`src/rtl/rbs_pkg.sv`:
```
package rbs_pkg;
  localparam int NUM_CH      = 24;
  localparam int CH_W        = 5;
  localparam int SIG_W       = 4;
  localparam int SLOT_BITS   = 8;
  localparam int BIT_W       = 3;
  localparam int FRM_W       = 5;
  localparam int SIG_SPACING = 6;
  localparam int D4_SIGS     = 2;
  typedef enum logic {MODE_D4 = 1'b0, MODE_ESF = 1'b1} frm_mode_e;
endpackage

```
`src/rtl/rbs_slot_decode.sv`:
```
module rbs_slot_decode #(
  parameter int NUM_CH      = rbs_pkg::NUM_CH,
  parameter int CH_W        = rbs_pkg::CH_W,
  parameter int SIG_W       = rbs_pkg::SIG_W,
  parameter int SLOT_BITS   = rbs_pkg::SLOT_BITS,
  parameter int BIT_W       = rbs_pkg::BIT_W,
  parameter int FRM_W       = rbs_pkg::FRM_W,
  parameter int SIG_SPACING = rbs_pkg::SIG_SPACING,
  parameter int D4_SIGS     = rbs_pkg::D4_SIGS,
  localparam int SEL_W      = $clog2(SIG_W)
) (
  input  logic             bit_en,
  input  logic             esf_mode,
  input  logic [FRM_W-1:0] frame_idx,
  input  logic [CH_W-1:0]  chan_idx,
  input  logic [BIT_W-1:0] bit_idx,
  output logic             cap_en,
  output logic [SEL_W-1:0] cap_sel
);
  localparam logic [FRM_W:0] SPACE    = (FRM_W+1)'(SIG_SPACING);
  localparam logic [FRM_W:0] N_ESF    = (FRM_W+1)'(SIG_W);
  localparam logic [FRM_W:0] N_D4     = (FRM_W+1)'(D4_SIGS);
  localparam logic [BIT_W-1:0] LSB_POS = BIT_W'(SLOT_BITS - 1);
  localparam logic [CH_W-1:0]  CH_LIM  = CH_W'(NUM_CH);

  logic [FRM_W:0] frame_pos;
  logic [FRM_W:0] letter;
  logic [FRM_W:0] n_sigs;
  logic           sig_frame;

  always_comb begin
    frame_pos = {1'b0, frame_idx} + 1'b1;
    sig_frame = (frame_pos % SPACE) == '0;
    letter    = (frame_pos / SPACE) - 1'b1;
    n_sigs    = (esf_mode == rbs_pkg::MODE_ESF) ? N_ESF : N_D4;
    cap_en    = bit_en && (bit_idx == LSB_POS) && (chan_idx < CH_LIM) &&
                sig_frame && (letter < n_sigs);
    cap_sel   = letter[SEL_W-1:0];
  end
endmodule

```
`src/rtl/rbs_shadow.sv`:
```
module rbs_shadow #(
  parameter int NUM_CH = rbs_pkg::NUM_CH,
  parameter int CH_W   = rbs_pkg::CH_W,
  parameter int SIG_W  = rbs_pkg::SIG_W,
  localparam int SEL_W = $clog2(SIG_W)
) (
  input  logic                          clk,
  input  logic                          rst_n,
  input  logic                          cap_en,
  input  logic [SEL_W-1:0]              cap_sel,
  input  logic [CH_W-1:0]               cap_ch,
  input  logic                          cap_bit,
  output logic [NUM_CH-1:0][SIG_W-1:0]  shd_merged
);
  logic [NUM_CH-1:0][SIG_W-1:0] shd_q;
  logic [NUM_CH-1:0][SIG_W-1:0] shd_d;
  logic [SIG_W-1:0]             sel_oh;

  // next state: capture lands in the letter's position (A = MSB)
  always_comb begin
    sel_oh = '0;
    sel_oh[SEL_W'(SIG_W-1) - cap_sel] = 1'b1;
    shd_d  = shd_q;
    for (int ch = 0; ch < NUM_CH; ch++) begin
      if (cap_en && (cap_ch == CH_W'(ch))) begin
        shd_d[ch] = (shd_q[ch] & ~sel_oh) | (cap_bit ? sel_oh : '0);
      end
    end
  end

  always_ff @(posedge clk or negedge rst_n) begin
    if (!rst_n)      shd_q <= '0;
    else if (cap_en) shd_q <= shd_d;
  end

  // merged view lets a same-cycle capture join the commit
  assign shd_merged = shd_d;
endmodule

```
`src/rtl/rbs_bank.sv`:
```
module rbs_bank #(
  parameter int NUM_CH  = rbs_pkg::NUM_CH,
  parameter int CH_W    = rbs_pkg::CH_W,
  parameter int SIG_W   = rbs_pkg::SIG_W,
  parameter int D4_SIGS = rbs_pkg::D4_SIGS
) (
  input  logic                          clk,
  input  logic                          rst_n,
  input  logic                          commit,
  input  logic                          esf_mode,
  input  logic [NUM_CH-1:0][SIG_W-1:0]  shd_in,
  input  logic [CH_W-1:0]               rd_chan,
  output logic [SIG_W-1:0]              rd_sig,
  output logic                          sig_upd
);
  localparam logic [CH_W-1:0] CH_LIM = CH_W'(NUM_CH);

  logic [SIG_W-1:0] d4_mask;
  generate
    if (SIG_W > D4_SIGS) begin : g_mask
      assign d4_mask = {{D4_SIGS{1'b1}}, {(SIG_W-D4_SIGS){1'b0}}};
    end else begin : g_nomask
      assign d4_mask = '1;
    end
  endgenerate

  logic [NUM_CH-1:0][SIG_W-1:0] bank_q;
  logic [NUM_CH-1:0][SIG_W-1:0] bank_d;
  logic                         upd_q;

  always_comb begin
    for (int ch = 0; ch < NUM_CH; ch++) begin
      bank_d[ch] = (esf_mode == rbs_pkg::MODE_ESF) ? shd_in[ch]
                                                   : (shd_in[ch] & d4_mask);
    end
  end

  always_ff @(posedge clk or negedge rst_n) begin
    if (!rst_n)      bank_q <= '0;
    else if (commit) bank_q <= bank_d;
  end

  always_ff @(posedge clk or negedge rst_n) begin
    if (!rst_n) upd_q <= 1'b0;
    else        upd_q <= commit;
  end

  always_comb begin
    rd_sig = '0;
    if (rd_chan < CH_LIM) rd_sig = bank_q[rd_chan];
  end

  assign sig_upd = upd_q;
endmodule

```
`src/rtl/rbs_extract.sv`:
```
module rbs_extract #(
  parameter int NUM_CH      = rbs_pkg::NUM_CH,
  parameter int CH_W        = rbs_pkg::CH_W,
  parameter int SIG_W       = rbs_pkg::SIG_W,
  parameter int SLOT_BITS   = rbs_pkg::SLOT_BITS,
  parameter int BIT_W       = rbs_pkg::BIT_W,
  parameter int FRM_W       = rbs_pkg::FRM_W,
  parameter int SIG_SPACING = rbs_pkg::SIG_SPACING,
  parameter int D4_SIGS     = rbs_pkg::D4_SIGS
) (
  input  logic             clk,
  input  logic             rst_n,
  input  logic             esf_mode,
  input  logic             bit_en,
  input  logic             rx_bit,
  input  logic [FRM_W-1:0] frame_idx,
  input  logic [CH_W-1:0]  chan_idx,
  input  logic [BIT_W-1:0] bit_idx,
  input  logic             mf_end,
  input  logic [CH_W-1:0]  rd_chan,
  output logic [SIG_W-1:0] rd_sig,
  output logic             sig_upd
);
  localparam int SEL_W = $clog2(SIG_W);

  // asynchronous assert, synchronous release
  logic [1:0] rst_sync_q;
  always_ff @(posedge clk or negedge rst_n) begin
    if (!rst_n) rst_sync_q <= 2'b00;
    else        rst_sync_q <= {rst_sync_q[0], 1'b1};
  end
  logic rst_int_n;
  assign rst_int_n = rst_sync_q[1];

  logic             cap_en;
  logic [SEL_W-1:0] cap_sel;
  logic [NUM_CH-1:0][SIG_W-1:0] shd_merged;

  rbs_slot_decode #(
    .NUM_CH(NUM_CH), .CH_W(CH_W), .SIG_W(SIG_W), .SLOT_BITS(SLOT_BITS),
    .BIT_W(BIT_W), .FRM_W(FRM_W), .SIG_SPACING(SIG_SPACING), .D4_SIGS(D4_SIGS)
  ) u_dec (
    .bit_en(bit_en), .esf_mode(esf_mode), .frame_idx(frame_idx),
    .chan_idx(chan_idx), .bit_idx(bit_idx), .cap_en(cap_en), .cap_sel(cap_sel)
  );

  rbs_shadow #(.NUM_CH(NUM_CH), .CH_W(CH_W), .SIG_W(SIG_W)) u_shd (
    .clk(clk), .rst_n(rst_int_n), .cap_en(cap_en), .cap_sel(cap_sel),
    .cap_ch(chan_idx), .cap_bit(rx_bit), .shd_merged(shd_merged)
  );

  rbs_bank #(.NUM_CH(NUM_CH), .CH_W(CH_W), .SIG_W(SIG_W), .D4_SIGS(D4_SIGS)) u_bank (
    .clk(clk), .rst_n(rst_int_n), .commit(mf_end), .esf_mode(esf_mode),
    .shd_in(shd_merged), .rd_chan(rd_chan), .rd_sig(rd_sig), .sig_upd(sig_upd)
  );
endmodule

```
`config.mk`:
```
export PLATFORM = sky130hd
export DESIGN_NAME = rbs_extract
export DESIGN_NICKNAME = d
export VERILOG_FILES = /design/src/rtl/rbs_pkg.sv /design/src/rtl/rbs_slot_decode.sv /design/src/rtl/rbs_shadow.sv /design/src/rtl/rbs_bank.sv /design/src/rtl/rbs_extract.sv
export SDC_FILE = /design/constraint.sdc
export NUM_CORES = 1
export LEC_CHECK = 0
export CORE_MARGIN = 10
export CORE_UTILIZATION = 62
export CTS_CLUSTER_SIZE = 16
export DETAILED_ROUTE_END_ITERATION = 16
export HOLD_SLACK_MARGIN = 0.06
export PLACE_DENSITY = 0.77
export SYNTH_ARGS = -nofsm -noshare
export SYNTH_HDL_FRONTEND = slang
export SYNTH_SLANG_ARGS = --single-unit
export TNS_END_PERCENT = 50
```
`constraint.sdc`:
```
create_clock -name clk -period 8.4 [get_ports clk]
set_input_delay 1.26 -clock clk [delete_from_list [all_inputs] [get_ports clk]]
set_output_delay 1.26 -clock clk [all_outputs]
set_load 0.03 [all_outputs]
```
==> metrics.txt <==
status=finished clean; Vias=7,472; CP Cell Sequence=clkdlybuf4s50_1, ha_1, nand3b_1, nand2_1, a22o_1, a311oi_1, nand2b_1, inv_1, ha_1, xnor2_1, ha_1, a21boi_0, or3_1, a221oi_2, buf_4, o21ai_1, or4_1, o221ai_1; final slew viol count=0; Worst-Skew Late Latency=0.44 ns; commonest non-fill, non-tap cells in the layout=194 x dfrtp_1, 101 x mux2_2, 96 x nand2_1, 50 x nor3_1, 49 x a22o_1; Root Buffer=clkbuf_16; Period Utilization, post-route=84.3%; routability cong.=0.852; antenna violations before repair=0; P_int=0.00149 W; number of global-route vias before repair=7,623; grt total ovfl=0; commonest non-fill, non-tap cell in the layout=dfrtp_1; Final setup viols=0; final std cells w/o fill=1,096; maximum VDD drop=0.152 mV; leading area contributor after synthesis=dfrtp_1; Seq pwr share=47.6%; Net Count, Synth=924; Inst Count DP=1,064; vias per cell=6.82; #FFs+latches synth=195; most used cell, CP=ha_1; die area=21,700 um^2; Post-layout nets=900; first-pass GRT wire length=40.7 mm; drt first pass iters=5; Rows=46; Final Skew=0.00807 ns; CP top delay family=simple AND/OR/NAND/NOR gates; core area=15,900 um^2; Hold Buf Count CTS=0; setup repair after global routing missed its margin=no; final hold viol count=0; Async SR Flop Fraction=100%; crit path DAT=7.42 ns; worst stage delay on the critical path=1.00 ns; fraction of layout instances using a drive strength above 1=22.0%; Mean Syn Cell Area=11.3 um^2; Yosys cell types=66; Die Y=147 um; starting density of the core=63.2%; pin count of the biggest net entering global routing=88; critical path fanouts, max=20; sequential share of the synthesized area=48.6%; Die Span X=147 um; pwr dens=181 nW/um^2; hold_ws=0.225 ns; Synth top area share=48.6%; maxcap violations=0; ranking of synthesized cells by area=dfrtp_1 49%, mux2_2 11%, mux4_2 6.3%, a22o_1 4.3%, nand2_1 3.6%; Synth warnings=0; Top FF cell, synth=dfrtp_1; post-CTS sizing=0; Setup Buffers After CTS=0; Lkg Pwr=4.69 nW; Syn Inst Count=891; worst path bufs/invs=3; Least-Margin Pin Slew=1.20 ns; endpoint of the worst register-to-register path=u_bank.bank_q[5]; Clock Sinks=195; Tot Pwr=0.00198 W; Design Area, Final=10,900 um^2; fmax=0.141 GHz; largest buffer count on any clock path=2; routed len/inst=22.5 um; DRT iter0 DRCs=852; Clock transition at path regs=0.07 ns; slowest library cell on the worst path=or4_1; TritonCTS buffer count=17; DP Area=10,300 um^2; Post-synth EDFFs=0; antenna cells=0; Critical R2R Launch=rst_sync_q[1]; setup TNS=0 ns; Rel. slew slack=20.1%; minimum clock period=7.08 ns; Cell Area, Synth=10,000 um^2; input/output buffers=28; DRC viols=0; CTS tree=built; WL final=24.7 mm; Routed Antenna Nets=0; Area Growth Syn to Fin=8.99%; clock share of power=44.0%; r2r setup slk=6.77 ns; CP Launch Type=input port; Req. time, crit path=8.75 ns; critical path type=input port to flip-flop; switching power=0.000494 W; sw frac=24.9%; hold crit path type=flip-flop to async pin; io pins=29; H-tree levels=4; combinational share of power=8.4%; reg2reg path depth=1; CP endpoint kind=flip-flop; hpwl dp=15.7 mm; Tot GR Track Use=23.1%
==> cell usage after synthesis (5+ instances only) <==
| library cell | instances |
|---|---|
| dfrtp_1 | 195 |
| mux2_2 | 101 |
| nand2_1 | 96 |
| clkbuf_1 | 57 |
| nor3_1 | 50 |
| a22o_1 | 49 |
| o21ai_0 | 44 |
| nor2_1 | 41 |
| o221ai_1 | 31 |
| mux4_2 | 28 |
| inv_1 | 23 |
| nand3_1 | 15 |
| buf_2 | 13 |
| o2111ai_1 | 13 |
| o221ai_2 | 10 |
| ha_1 | 9 |
| nand2b_1 | 8 |
| o311ai_0 | 8 |
| a21oi_1 | 7 |
| mux2i_1 | 6 |
| nor2b_1 | 6 |
| nor4_1 | 6 |
| buf_1 | 5 |
| o211ai_1 | 5 |
| o22ai_1 | 5 |
==> layer usage <==
layer  GRT usage (%)  routed length, um
met1            30.7              10500
met2            36.2              12100
met3            5.74               1680
met4            7.73                465
met5               0                  0
==> how the worst max path moves through the flow <==
| stage | cells past startpoint | to | slack, ns | from |
|---|---|---|---|---|
| floorplan | 0 | u_bank.bank_q[0] | 2.56 | rst_sync_q[1] |
| global placement | 18 | u_bank.bank_q[38] | 1.23 | frame_idx[0] |
| detailed placement | 18 | u_bank.bank_q[34] | 0.98 | frame_idx[0] |
| CTS | 18 | u_bank.bank_q[26] | 1.41 | frame_idx[0] |
| global route | 18 | u_bank.bank_q[26] | 0.92 | frame_idx[0] |
| finish | 18 | u_bank.bank_q[38] | 1.32 | frame_idx[0] |
==> layout make-up <==
| cell class | count | area, um^2 |
|---|---|---|
| multi-input combinational | 590 | 4730 |
| clock inverter | 13 | 195 |
| inverter | 25 | 93.8 |
| fill | 1149 | 4940 |
| timing repair buffer | 38 | 340 |
| sequential | 195 | 4880 |
| clock buffer | 19 | 433 |
| tap | 216 | 270 |
==> through the flow <==
| stage | setup slack, ns | utilization (%) |
|---|---|---|
| finish | 1.32 | 68.9 |
| global route | 0.920 | 68.9 |
| CTS | 1.41 | 68.9 |
| detailed placement | 0.983 | 65.0 |
| global placement | 1.23 | 65.0 |
| floorplan | 2.56 | - |
==> state kept, by name (all words and copies together) (netlist names) <==
| register | cells |
|---|---|
| u_bank.sig_upd | 1 |
| u_shd.shd_q | 96 |
| rst_sync_q | 2 |
| u_bank.bank_q | 96 |
==> logic make-up (layout without fill, tap and decap cells) <==
| logic type | Yosys count | in the layout | synth area share (%) |
|---|---|---|---|
| adder cells (fa/ha/maj) | 9 | 9 | 1.12 |
| multiplexers | 138 | 138 | 18.5 |
| other | 1 | 1 | 0.0373 |
| buffers and inverters | 106 | 95 | 4.46 |
| AND/OR/NAND/NOR | 241 | 241 | 11.1 |
| flip-flops | 195 | 195 | 48.6 |
| AO/OA/AOI/OAI | 198 | 198 | 15.9 |
| XOR/XNOR | 3 | 3 | 0.262 |
==> power by group through the flow <==
stage                     clock (W)  combinational (W)  sequential (W)
after detailed placement          0           0.000163        0.000961
after CTS                  0.000879           0.000164        0.000943
final                      0.000873           0.000166        0.000943
after global placement            0           0.000159        0.000961
after floorplan                   0           0.000103        0.000972
after global routing       0.000922           0.000180        0.000943
Power figures use the tool's default switching activity.
